==> src/rtl/dual_id_pkg.sv <==
`timescale 1ns/1ps
package dual_id_pkg;
  typedef enum logic [2:0] {
    ST_IDLE,
    ST_DEV,
    ST_AHI,
    ST_ALO,
    ST_RADR,
    ST_WDAT,
    ST_RDAT
  } twi_state_e;
endpackage

==> src/rtl/twi_line_sense.sv <==
`timescale 1ns/1ps
module twi_line_sense #(
  parameter int SYNC = 2
) (
  input  logic clk_i,
  input  logic rst_ni,
  input  logic scl_i,
  input  logic sda_i,
  output logic scl_o,
  output logic sda_o,
  output logic rise_o,
  output logic fall_o,
  output logic start_o,
  output logic stop_o
);
  logic [SYNC-1:0] scl_m, sda_m;
  logic scl_p, sda_p;

  always_ff @(posedge clk_i or negedge rst_ni) begin
    if (!rst_ni) begin
      scl_m <= '1;
      sda_m <= '1;
      scl_p <= 1'b1;
      sda_p <= 1'b1;
    end else begin
      scl_m <= {scl_m[SYNC-2:0], scl_i};
      sda_m <= {sda_m[SYNC-2:0], sda_i};
      scl_p <= scl_m[SYNC-1];
      sda_p <= sda_m[SYNC-1];
    end
  end

  assign scl_o   = scl_m[SYNC-1];
  assign sda_o   = sda_m[SYNC-1];
  assign rise_o  = scl_o & ~scl_p;
  assign fall_o  = ~scl_o & scl_p;
  // data edges while the clock stays high mark bus framing
  assign start_o = scl_o & scl_p & sda_p & ~sda_o;
  assign stop_o  = scl_o & scl_p & ~sda_p & sda_o;
endmodule

==> src/rtl/twi_addr_ctr.sv <==
`timescale 1ns/1ps
module twi_addr_ctr #(
  parameter int W    = 15,
  parameter int LAST = (1 << W) - 1
) (
  input  logic         clk_i,
  input  logic         rst_ni,
  input  logic         load_i,
  input  logic [W-1:0] load_val_i,
  input  logic         inc_i,
  output logic [W-1:0] q_o
);
  logic [W-1:0] nxt;

  generate
    if (LAST == (1 << W) - 1) begin : g_natural
      assign nxt = q_o + W'(1);
    end else begin : g_modulo
      assign nxt = (q_o == W'(LAST)) ? '0 : q_o + W'(1);
    end
  endgenerate

  always_ff @(posedge clk_i or negedge rst_ni) begin
    if (!rst_ni)     q_o <= '0;
    else if (load_i) q_o <= load_val_i;
    else if (inc_i)  q_o <= nxt;
  end

  // R5 (memory) and R6 (registers): step past the last index lands on zero
  a_r5_ctr_wrap: assert property (@(posedge clk_i) disable iff (!rst_ni)
    (inc_i && !load_i && q_o == W'(LAST)) |=> (q_o == '0));
  a_r6_ctr_range: assert property (@(posedge clk_i) disable iff (!rst_ni)
    q_o <= W'(LAST));
endmodule

==> src/rtl/dual_id_twi_slave.sv <==
`timescale 1ns/1ps
module dual_id_twi_slave
  import dual_id_pkg::*;
#(
  parameter logic [3:0] MEM_TYPE = 4'b1010,
  parameter logic [3:0] RTC_TYPE = 4'b1101,
  parameter int         MEM_AW   = 15,
  parameter int         REG_AW   = 4,
  parameter int         REG_LAST = 8
) (
  input  logic              clk_i,
  input  logic              rst_ni,
  input  logic              scl_i,
  input  logic              sda_i,
  output logic              sda_oe_o,
  input  logic [2:0]        strap_i,
  input  logic              pwr_fail_i,
  output logic [MEM_AW-1:0] mem_addr_o,
  output logic [7:0]        mem_wdata_o,
  output logic              mem_we_o,
  output logic              mem_re_o,
  input  logic [7:0]        mem_rdata_i,
  output logic [REG_AW-1:0] rtc_addr_o,
  output logic [7:0]        rtc_wdata_o,
  output logic              rtc_we_o,
  output logic              rtc_re_o,
  input  logic [7:0]        rtc_rdata_i
);
  localparam int HI_W = MEM_AW - 8;

  logic scl_s, sda_s, rise_s, fall_s, start_s, stop_s;

  twi_line_sense #(.SYNC(2)) u_sense (
    .clk_i, .rst_ni, .scl_i, .sda_i,
    .scl_o(scl_s), .sda_o(sda_s), .rise_o(rise_s), .fall_o(fall_s),
    .start_o(start_s), .stop_o(stop_s)
  );

  twi_state_e      st;
  logic [3:0]      bit_cnt;
  logic [6:0]      sh;
  logic [HI_W-1:0] hi_q;
  logic [7:0]      tx_sh;
  logic            sel_rtc, ack_pend, ack_drv, tx_en, load_q;

  logic [7:0] byte_in;
  logic       byte_done, load_now, dev_hit, rtc_hit, reg_ok;

  assign byte_in   = {sh, sda_s};
  assign byte_done = rise_s && (bit_cnt == 4'd7) && (st != ST_IDLE) && !pwr_fail_i;
  assign load_now  = fall_s && (bit_cnt == 4'd0) && load_q && (st == ST_RDAT) && !pwr_fail_i;
  assign rtc_hit   = (byte_in[7:4] == RTC_TYPE);
  assign dev_hit   = ((byte_in[7:4] == MEM_TYPE) || rtc_hit) && (byte_in[3:1] == strap_i);
  assign reg_ok    = (byte_in <= 8'(REG_LAST));

  assign mem_we_o    = byte_done && (st == ST_WDAT) && !sel_rtc;
  assign rtc_we_o    = byte_done && (st == ST_WDAT) && sel_rtc;
  assign mem_wdata_o = byte_in;
  assign rtc_wdata_o = byte_in;
  assign mem_re_o    = load_now && !sel_rtc;
  assign rtc_re_o    = load_now && sel_rtc;
  assign sda_oe_o    = ack_drv | (tx_en & ~tx_sh[7]);

  twi_addr_ctr #(.W(MEM_AW)) u_mem_ctr (
    .clk_i, .rst_ni,
    .load_i    (byte_done && (st == ST_ALO)),
    .load_val_i({hi_q, byte_in}),
    .inc_i     (mem_we_o | mem_re_o),
    .q_o       (mem_addr_o)
  );

  twi_addr_ctr #(.W(REG_AW), .LAST(REG_LAST)) u_rtc_ctr (
    .clk_i, .rst_ni,
    .load_i    (byte_done && (st == ST_RADR) && reg_ok),
    .load_val_i(byte_in[REG_AW-1:0]),
    .inc_i     (rtc_we_o | rtc_re_o),
    .q_o       (rtc_addr_o)
  );

  always_ff @(posedge clk_i or negedge rst_ni) begin
    if (!rst_ni) begin
      st <= ST_IDLE;  bit_cnt <= '0;  sh <= '0;  hi_q <= '0;  tx_sh <= '0;
      sel_rtc <= 1'b0;  ack_pend <= 1'b0;  ack_drv <= 1'b0;  tx_en <= 1'b0;  load_q <= 1'b0;
    end else if (pwr_fail_i || stop_s || start_s) begin
      // framing, or loss of supply, drops any partial byte
      st <= (start_s && !pwr_fail_i) ? ST_DEV : ST_IDLE;
      bit_cnt <= '0;  ack_pend <= 1'b0;  ack_drv <= 1'b0;  tx_en <= 1'b0;  load_q <= 1'b0;
    end else if (st != ST_IDLE) begin
      if (rise_s) begin
        if (bit_cnt == 4'd8) begin
          bit_cnt <= '0;
          if (st == ST_RDAT) begin
            if (sda_s) st <= ST_IDLE;   // master NACK ends the read
            else       load_q <= 1'b1;
          end
        end else begin
          bit_cnt <= bit_cnt + 4'd1;
          sh      <= {sh[5:0], sda_s};
          if (bit_cnt == 4'd7) begin
            ack_pend <= 1'b1;
            case (st)
              ST_DEV: begin
                if (dev_hit) begin
                  sel_rtc <= rtc_hit;
                  if (byte_in[0]) begin
                    st <= ST_RDAT;
                    load_q <= 1'b1;
                  end else begin
                    st <= rtc_hit ? ST_RADR : ST_AHI;
                  end
                end else begin
                  st <= ST_IDLE;
                  ack_pend <= 1'b0;
                end
              end
              ST_AHI: begin
                hi_q <= byte_in[HI_W-1:0];
                st   <= ST_ALO;
              end
              ST_ALO: st <= ST_WDAT;
              ST_RADR: begin
                if (reg_ok) st <= ST_WDAT;
                else begin
                  st <= ST_IDLE;
                  ack_pend <= 1'b0;
                end
              end
              ST_WDAT: ;
              default: ack_pend <= 1'b0;
            endcase
          end
        end
      end
      if (fall_s) begin
        if (bit_cnt == 4'd8) begin
          ack_drv  <= ack_pend;
          ack_pend <= 1'b0;
          tx_en    <= 1'b0;
        end else if (bit_cnt == 4'd0) begin
          ack_drv <= 1'b0;
          if (load_now) begin
            tx_en  <= 1'b1;
            tx_sh  <= sel_rtc ? rtc_rdata_i : mem_rdata_i;
            load_q <= 1'b0;
          end
        end else if (st == ST_RDAT) begin
          tx_sh <= {tx_sh[6:0], 1'b0};
        end
      end
    end
  end

  // a power-fail cycle leaves the line released and no write behind it
  a_r9_release_on_fail: assert property (@(posedge clk_i) disable iff (!rst_ni)
    pwr_fail_i |=> !sda_oe_o);
  a_r9_no_write_after_fail: assert property (@(posedge clk_i) disable iff (!rst_ni)
    (mem_we_o || rtc_we_o) |-> !$past(pwr_fail_i));
  // the pull-down only engages while the sampled clock is low
  a_r11_drive_in_low: assert property (@(posedge clk_i) disable iff (!rst_ni)
    $rose(sda_oe_o) |-> !scl_s);
  // at most one array strobe per cycle
  a_r4_one_strobe: assert property (@(posedge clk_i) disable iff (!rst_ni)
    $onehot0({mem_we_o, rtc_we_o, mem_re_o, rtc_re_o}));
endmodule

==> config.mk <==
export PLATFORM = sky130hd
export DESIGN_NAME = dual_id_twi_slave
export DESIGN_NICKNAME = d
export VERILOG_FILES = /design/src/rtl/dual_id_pkg.sv /design/src/rtl/twi_line_sense.sv /design/src/rtl/twi_addr_ctr.sv /design/src/rtl/dual_id_twi_slave.sv
export SDC_FILE = /design/constraint.sdc
export NUM_CORES = 1
export LEC_CHECK = 0
export BUFFER_PORTS_ARGS = -buffer_cell sky130_fd_sc_hd__clkbuf_2
export CAP_MARGIN = 20
export CORE_UTILIZATION = 50
export DETAILED_ROUTE_END_ITERATION = 10
export GPL_TIMING_DRIVEN = 1
export HOLD_SLACK_MARGIN = 0.12
export PLACE_DENSITY = 0.88
export SYNTH_ARGS = -nofsm -noshare
export SYNTH_HDL_FRONTEND = slang
export SYNTH_SLANG_ARGS = --single-unit
==> constraint.sdc <==
create_clock -name clk_i -period 2.4 [get_ports clk_i]
set_input_delay 0.72 -clock clk_i [delete_from_list [all_inputs] [get_ports clk_i]]
set_output_delay 0.72 -clock clk_i [all_outputs]
set_load 0.01 [all_outputs]
# == After elaboration in Yosys (flattened, before gate mapping) ==
# Cells that the tools add are included.
# W data, S select, Z words.
# word_totals
elab_cells,157
output_inout_bits,40
reg_bits,59
n_memories,0
romBits,0
inputBits,24
latchBits,0
mem_bits_rw,0
# op_classes
n_mul,0
n_shift,0
n_reduce_logical,43
bitwise_logic,18
eq_ne,15
magnitude_cmp,1
div_mod_pow,0
n_addsub,3
n_mux,61
# ops
cell,count
$mux W1,35
$mux W3,11
$mux W8,4
$mux W15,2
$mux W4,7
$reduce_and A6 Y1,3
$logic_and A1 B1 Y1,17
$eq A4 B4 Y1 const B,4
$add A15 B1 Y15 const B,1
$pmux W3 S4,1
$reduce_bool A2 Y1,6
$reduce_bool A3 Y1,4
$eq A3 B3 Y1 const B,3
$add A4 B1 Y4 const B,2
$and A1 B1 Y1,8
$le A8 B4 Y1 const B,1
$reduce_and A4 Y1,2
$not A1 Y1,7
$reduce_and A7 Y1,1
$eq A3 B2 Y1 const B,2
$ne A3 B2 Y1 const B,2
$reduce_bool A6 Y1,1
$eq A4 B3 Y1 const B,1
$logic_not A4 Y1,1
other kinds (10),15

# == Logic depth before layout (Yosys ltp) ==
# depth
word_depth,14
mapped_depth,9
mapped_depth_nobuf,7

# == Modules after synthesis ==
# Synthesis repeated with hierarchy kept, for this count alone.
# unflattened
hier_cells,344
hier_area_um2,3410.8
# by_module_without_submodules
mod,seq_area_each_um2,n_inst,cells_per_inst,area_each_um2
dual_id_twi_slave,850.8,1,220,2084.5
twi_addr_ctr at u_mem_ctr,375.4,1,85,874.6
twi_addr_ctr at u_rtc_ctr,100.1,1,29,261.5
twi_line_sense,157.7,1,10,190.2

# == Least setup slack after synthesis ==
# Ideal clock, no wire load.
# synth_timing
path_kind,input to output
startpoint,in pwr_fail_i
endpoint,out mem_re_o
cell_stages,5
arrival_ns,1.915
path_slack_ns,-0.235
path_buffers,2
required_ns,1.680
path_cell_list,or3b_4 -> or4_1 -> buf_2 -> buf_6 -> nor2_1
# synth_between
elab_chain_len,3
# synth_rtl
item,line,source
"start, declared",dual_id_twi_slave.sv:17,"input logic pwr_fail_i,"
$logic_not A1 Y1,dual_id_twi_slave.sv:51,assign load_now = fall_s && (bit_cnt == 4'd0) && load_q && (st == ST_RDAT) && !pwr_fail_i;
$logic_and A1 B1 Y1,dual_id_twi_slave.sv:51,
$logic_and A1 B1 Y1,dual_id_twi_slave.sv:60,assign mem_re_o = load_now && !sel_rtc;
"end, declared",dual_id_twi_slave.sv:21,"output logic mem_re_o,"
# Every way passes these cells.

# == Final worst setup path ==
# layout_timing
startpoint,in pwr_fail_i
endpoint,out rtc_re_o
# layout_between
elab_chain_len,3
# layout_rtl
item,line,source
$logic_not A1 Y1,dual_id_twi_slave.sv:51,
$logic_and A1 B1 Y1,dual_id_twi_slave.sv:51,
$logic_and A1 B1 Y1,dual_id_twi_slave.sv:61,assign rtc_re_o = load_now && sel_rtc;
"end, declared",dual_id_twi_slave.sv:26,"output logic rtc_re_o,"
# Every way passes these cells.

==> summary.txt <==
Pwr
  – Pwr dens: 490 nW/um^2
  – Switching share of power: 24.7%
  – Comb power frac: 7.4%
  – Leak Pwr: 1.94 nW
  – Flop pwr share: 51.5%
  – Max VDD drop: 0.000334 V
  – Switching power: 0.000493 W
  – Clk pwr share: 41.1%
  – Pwr Total: 0.00199 W
  – P_int: 0.00150 W

Timing
  – Period utilisation layout: 110%
  – RSZ-0062 raised after global routing: yes
  – # setup viols final: 4
  – Setup ws final: -0.243 ns
  – Hold Fails Final Rpt: 0
  – Post-route minimum period: 2.64 ns
  – Slew Limit Fails: 0
  – Max_slew headroom: 63.2%
  – Worst-Margin Slew: 0.551 ns
  – Peak Freq: 378 MHz
  – Final Skew: 0.0113 ns

Drt
  – Wl on met1: 3270 um
  – Pre-Repair DR Iteration Count: 4
  – Met2 wire length: 4000 um
  – DRT iter0 DRCs: 251
  – Routed wl met3: 449 um
  – Uppermost layer routed: met4
  – DR vias: 2938
  – Post-route ant nets: 0
  – DR vias/cell: 5.73
  – Average wire per standard cell: 15.4 um
  – DRC: 0
  – Routed WL: 7890 um

Outcome
  – Outcome: complete, but fails checks
  – Failing checks: negative setup slack

Worst setup path
  – Worst EP arrival: 1.92 ns
  – Crit path launch type: input pin
  – Critical path required time: 1.68 ns
  – Crit Path Category: in2out
  – CP max FO: 4
  – Crit end category: primary output

Floorplanning
  – Total Die Area: 7000 sq um
  – Die Span Y: 83.6 um
  – Core region area: 6390 sq um
  – Chip Width: 83.6 um
  – IO Count: 64
  – FP Rows: 29
  – Initial Util: 52.2%

Layout
  – Post-layout util: 63.7%
  – NumNets Final: 460
  – Commonest non-fill, non-tap cell in the layout: clkbuf_2
  – Most frequent cells in the layout: clkbuf_2 (59), dfrtp_1 (53), nand2_1 (37)
  – Post-route cell area: 4070 sq um
  – Antenna cell count: 0
  – Share of layout cells above drive strength 1: 32.8%
  – Area grow syn2layout: 22.0%

Placed design
  – I/O Buffers: 63
  – Placed Area: 3800 sq um
  – RD Place Congestion: 0.859
  – DP HPWL: 5490 um
  – DP Worst Slack: -0.304 ns

Clock tree
  – Max clock buf depth: 2
  – Worst skew pair latency: 0.35 ns
  – Htree depth: 3
  – Root buffer cell: clkbuf_8
  – Worst-path clk slew: 0.07 ns
  – TritonCTS clock tree: yes
  – Clk sinks: 59
  – Number of CTS-inserted buffers: 9
  – CTS Hold Bufs: 0

Logic synthesis
  – Ys async rst share: 100%
  – Primary FF master, synth: dfrtp_1
  – Yosys cell types: 56
  – Mapped Nets: 387
  – Seq cells post-synth: 59
  – Ys Warns: 0
  – Cells after Synth: 358
  – Syn_area_per_cell: 9.31 sq um
  – Synth Cell Area: 3330 sq um
  – Sequential fraction of the synthesis area: 44.5%
  – EDFF count, synth: 0

GRT
  – Largest net degree at the start of global routing: 40
  – Initial antenna violation count: 0
  – Grt total ovfl: 0
  – First-pass GRT wire length: 12700 um
  – Vias in the first global route: 2675
  – GRT Overall Usage: 23.0%

Flow run
  – Max-cap violations: 0

Min path
  – Min-delay worst type: in2async
## state kept, by name, indices dropped and copies added (netlist names)
signal,count
ack_drv,1
ack_pend,1
bit_cnt,4
hi_q,7
load_q,1
sel_rtc,1
sh,7
st,3
tx_en,1
tx_sh,8
u_mem_ctr.q_o,15
u_rtc_ctr.q_o,4
u_sense.scl_m,2
u_sense.scl_p,1
u_sense.sda_m,2
u_sense.sda_p,1
## power groups by stage
stage          Combinational [W]  Clock [W]  Sequential [W]
6_report                0.000148   0.000819         0.00103
5_1_grt                 0.000163   0.000877         0.00103
4_1_cts                 0.000147   0.000835         0.00103
3_5_place_dp            0.000145          0         0.00104
3_3_place_gp            0.000140          0         0.00104
2_1_floorplan          0.0000699          0         0.00104
## layout make-up
type / instances / area, sq um
fillers: 514 / 2320
multi-input cells: 263 / 1720
flip-flops and latches: 59 / 1480
repair buffers: 91 / 557
clock buffers: 11 / 151
well taps: 77 / 96.3
clock inverters: 5 / 27.5
inverters: 7 / 26.3
## per-stage QoR
stage                     hold slack (ns)  std cells  TNS (ns)
after floorplan                     0.345        358    -0.342
after global placement              0.345        494     -2.44
after detailed placement            0.348        494     -2.93
after CTS                           0.351        511    -0.586
after global routing                0.358        513    -0.808
final                               0.348        513    -0.634
## per-layer routing
| metal | GRT usage (%) | up-vias |
|---|---|---|
| li1 | - | 1410 |
| met2 | 36.3 | 99 |
| met4 | 10.3 | 0 |
| met3 | 4.95 | 17 |
| met5 | 0 | - |
| met1 | 30.5 | 1412 |
## worst paths after layout
kind | start | end | slack (ns) | depth (start not counted)
hold / removal | rst_ni | sh[3]$_DFFE_PN0P_ | 0.35 | 1
hold reg to reg | u_sense.scl_m[0]$_DFF_PN1_ | u_sense.scl_m[1]$_DFF_PN1_ | 0.36 | 0
max in group asynchronous | rst_ni | tx_en$_DFFE_PN0P_ | 1.46 | 2
min in group clk_i | u_sense.scl_m[0]$_DFF_PN1_ | u_sense.scl_m[1]$_DFF_PN1_ | 0.36 | 0
setup / recovery | pwr_fail_i | rtc_re_o | -0.24 | 5
setup reg to reg | bit_cnt[1]$_DFFE_PN0P_ | u_mem_ctr.q_o[1]$_DFFE_PN0P_ | 0.16 | 8
## cells by family (layout without fill, tap and decap cells)
| group | count (synthesis) | after routing | share of synthesized area (%) |
|---|---|---|---|
| compound gates | 81 | 81 | 14.6 |
| mux | 23 | 23 | 7.40 |
| flops | 59 | 59 | 44.5 |
| xor+xnor | 18 | 18 | 4.73 |
| simple gates | 136 | 136 | 21.3 |
| fa+ha+maj | 5 | 5 | 1.88 |
| buf+inv | 36 | 114 | 5.56 |
## synthesized netlist by cell type, types with 4 or more instances
cell	number	area, sq um
and3_1	4	25.0
or4_1	4	30.0
mux2_2	13	146
nor3_1	4	20.0
nor2b_1	6	37.5
xnor2_1	16	140
buf_1	4	15.0
mux2i_1	10	100
inv_1	7	26.3
and4_1	4	35.0
a21oi_1	30	150
dfrtp_1	53	1330
nand2b_1	4	25.0
dfstp_2	6	158
nand3_1	9	45.0
or3_1	4	25.0
a211oi_1	5	37.5
nand2_1	37	139
nor2_1	35	131
nand4_1	4	25.0
ha_1	5	62.6
buf_4	9	67.6
clkbuf_1	13	48.8
o21ai_0	23	115
## worst max-delay path, stage by stage
cell and delay (ns):
buf_6 0.09, or3b_4 0.37, or4_4 0.50, nor2_4 0.13
buf_6 0.10
## repair_timing
action	CTS	global route
setup buffers	1	3
resized for setup	4	14
cloned	0	0
pin swaps	0	2
setup endpoints to repair	4	6
Power figures use the tool's default switching activity.
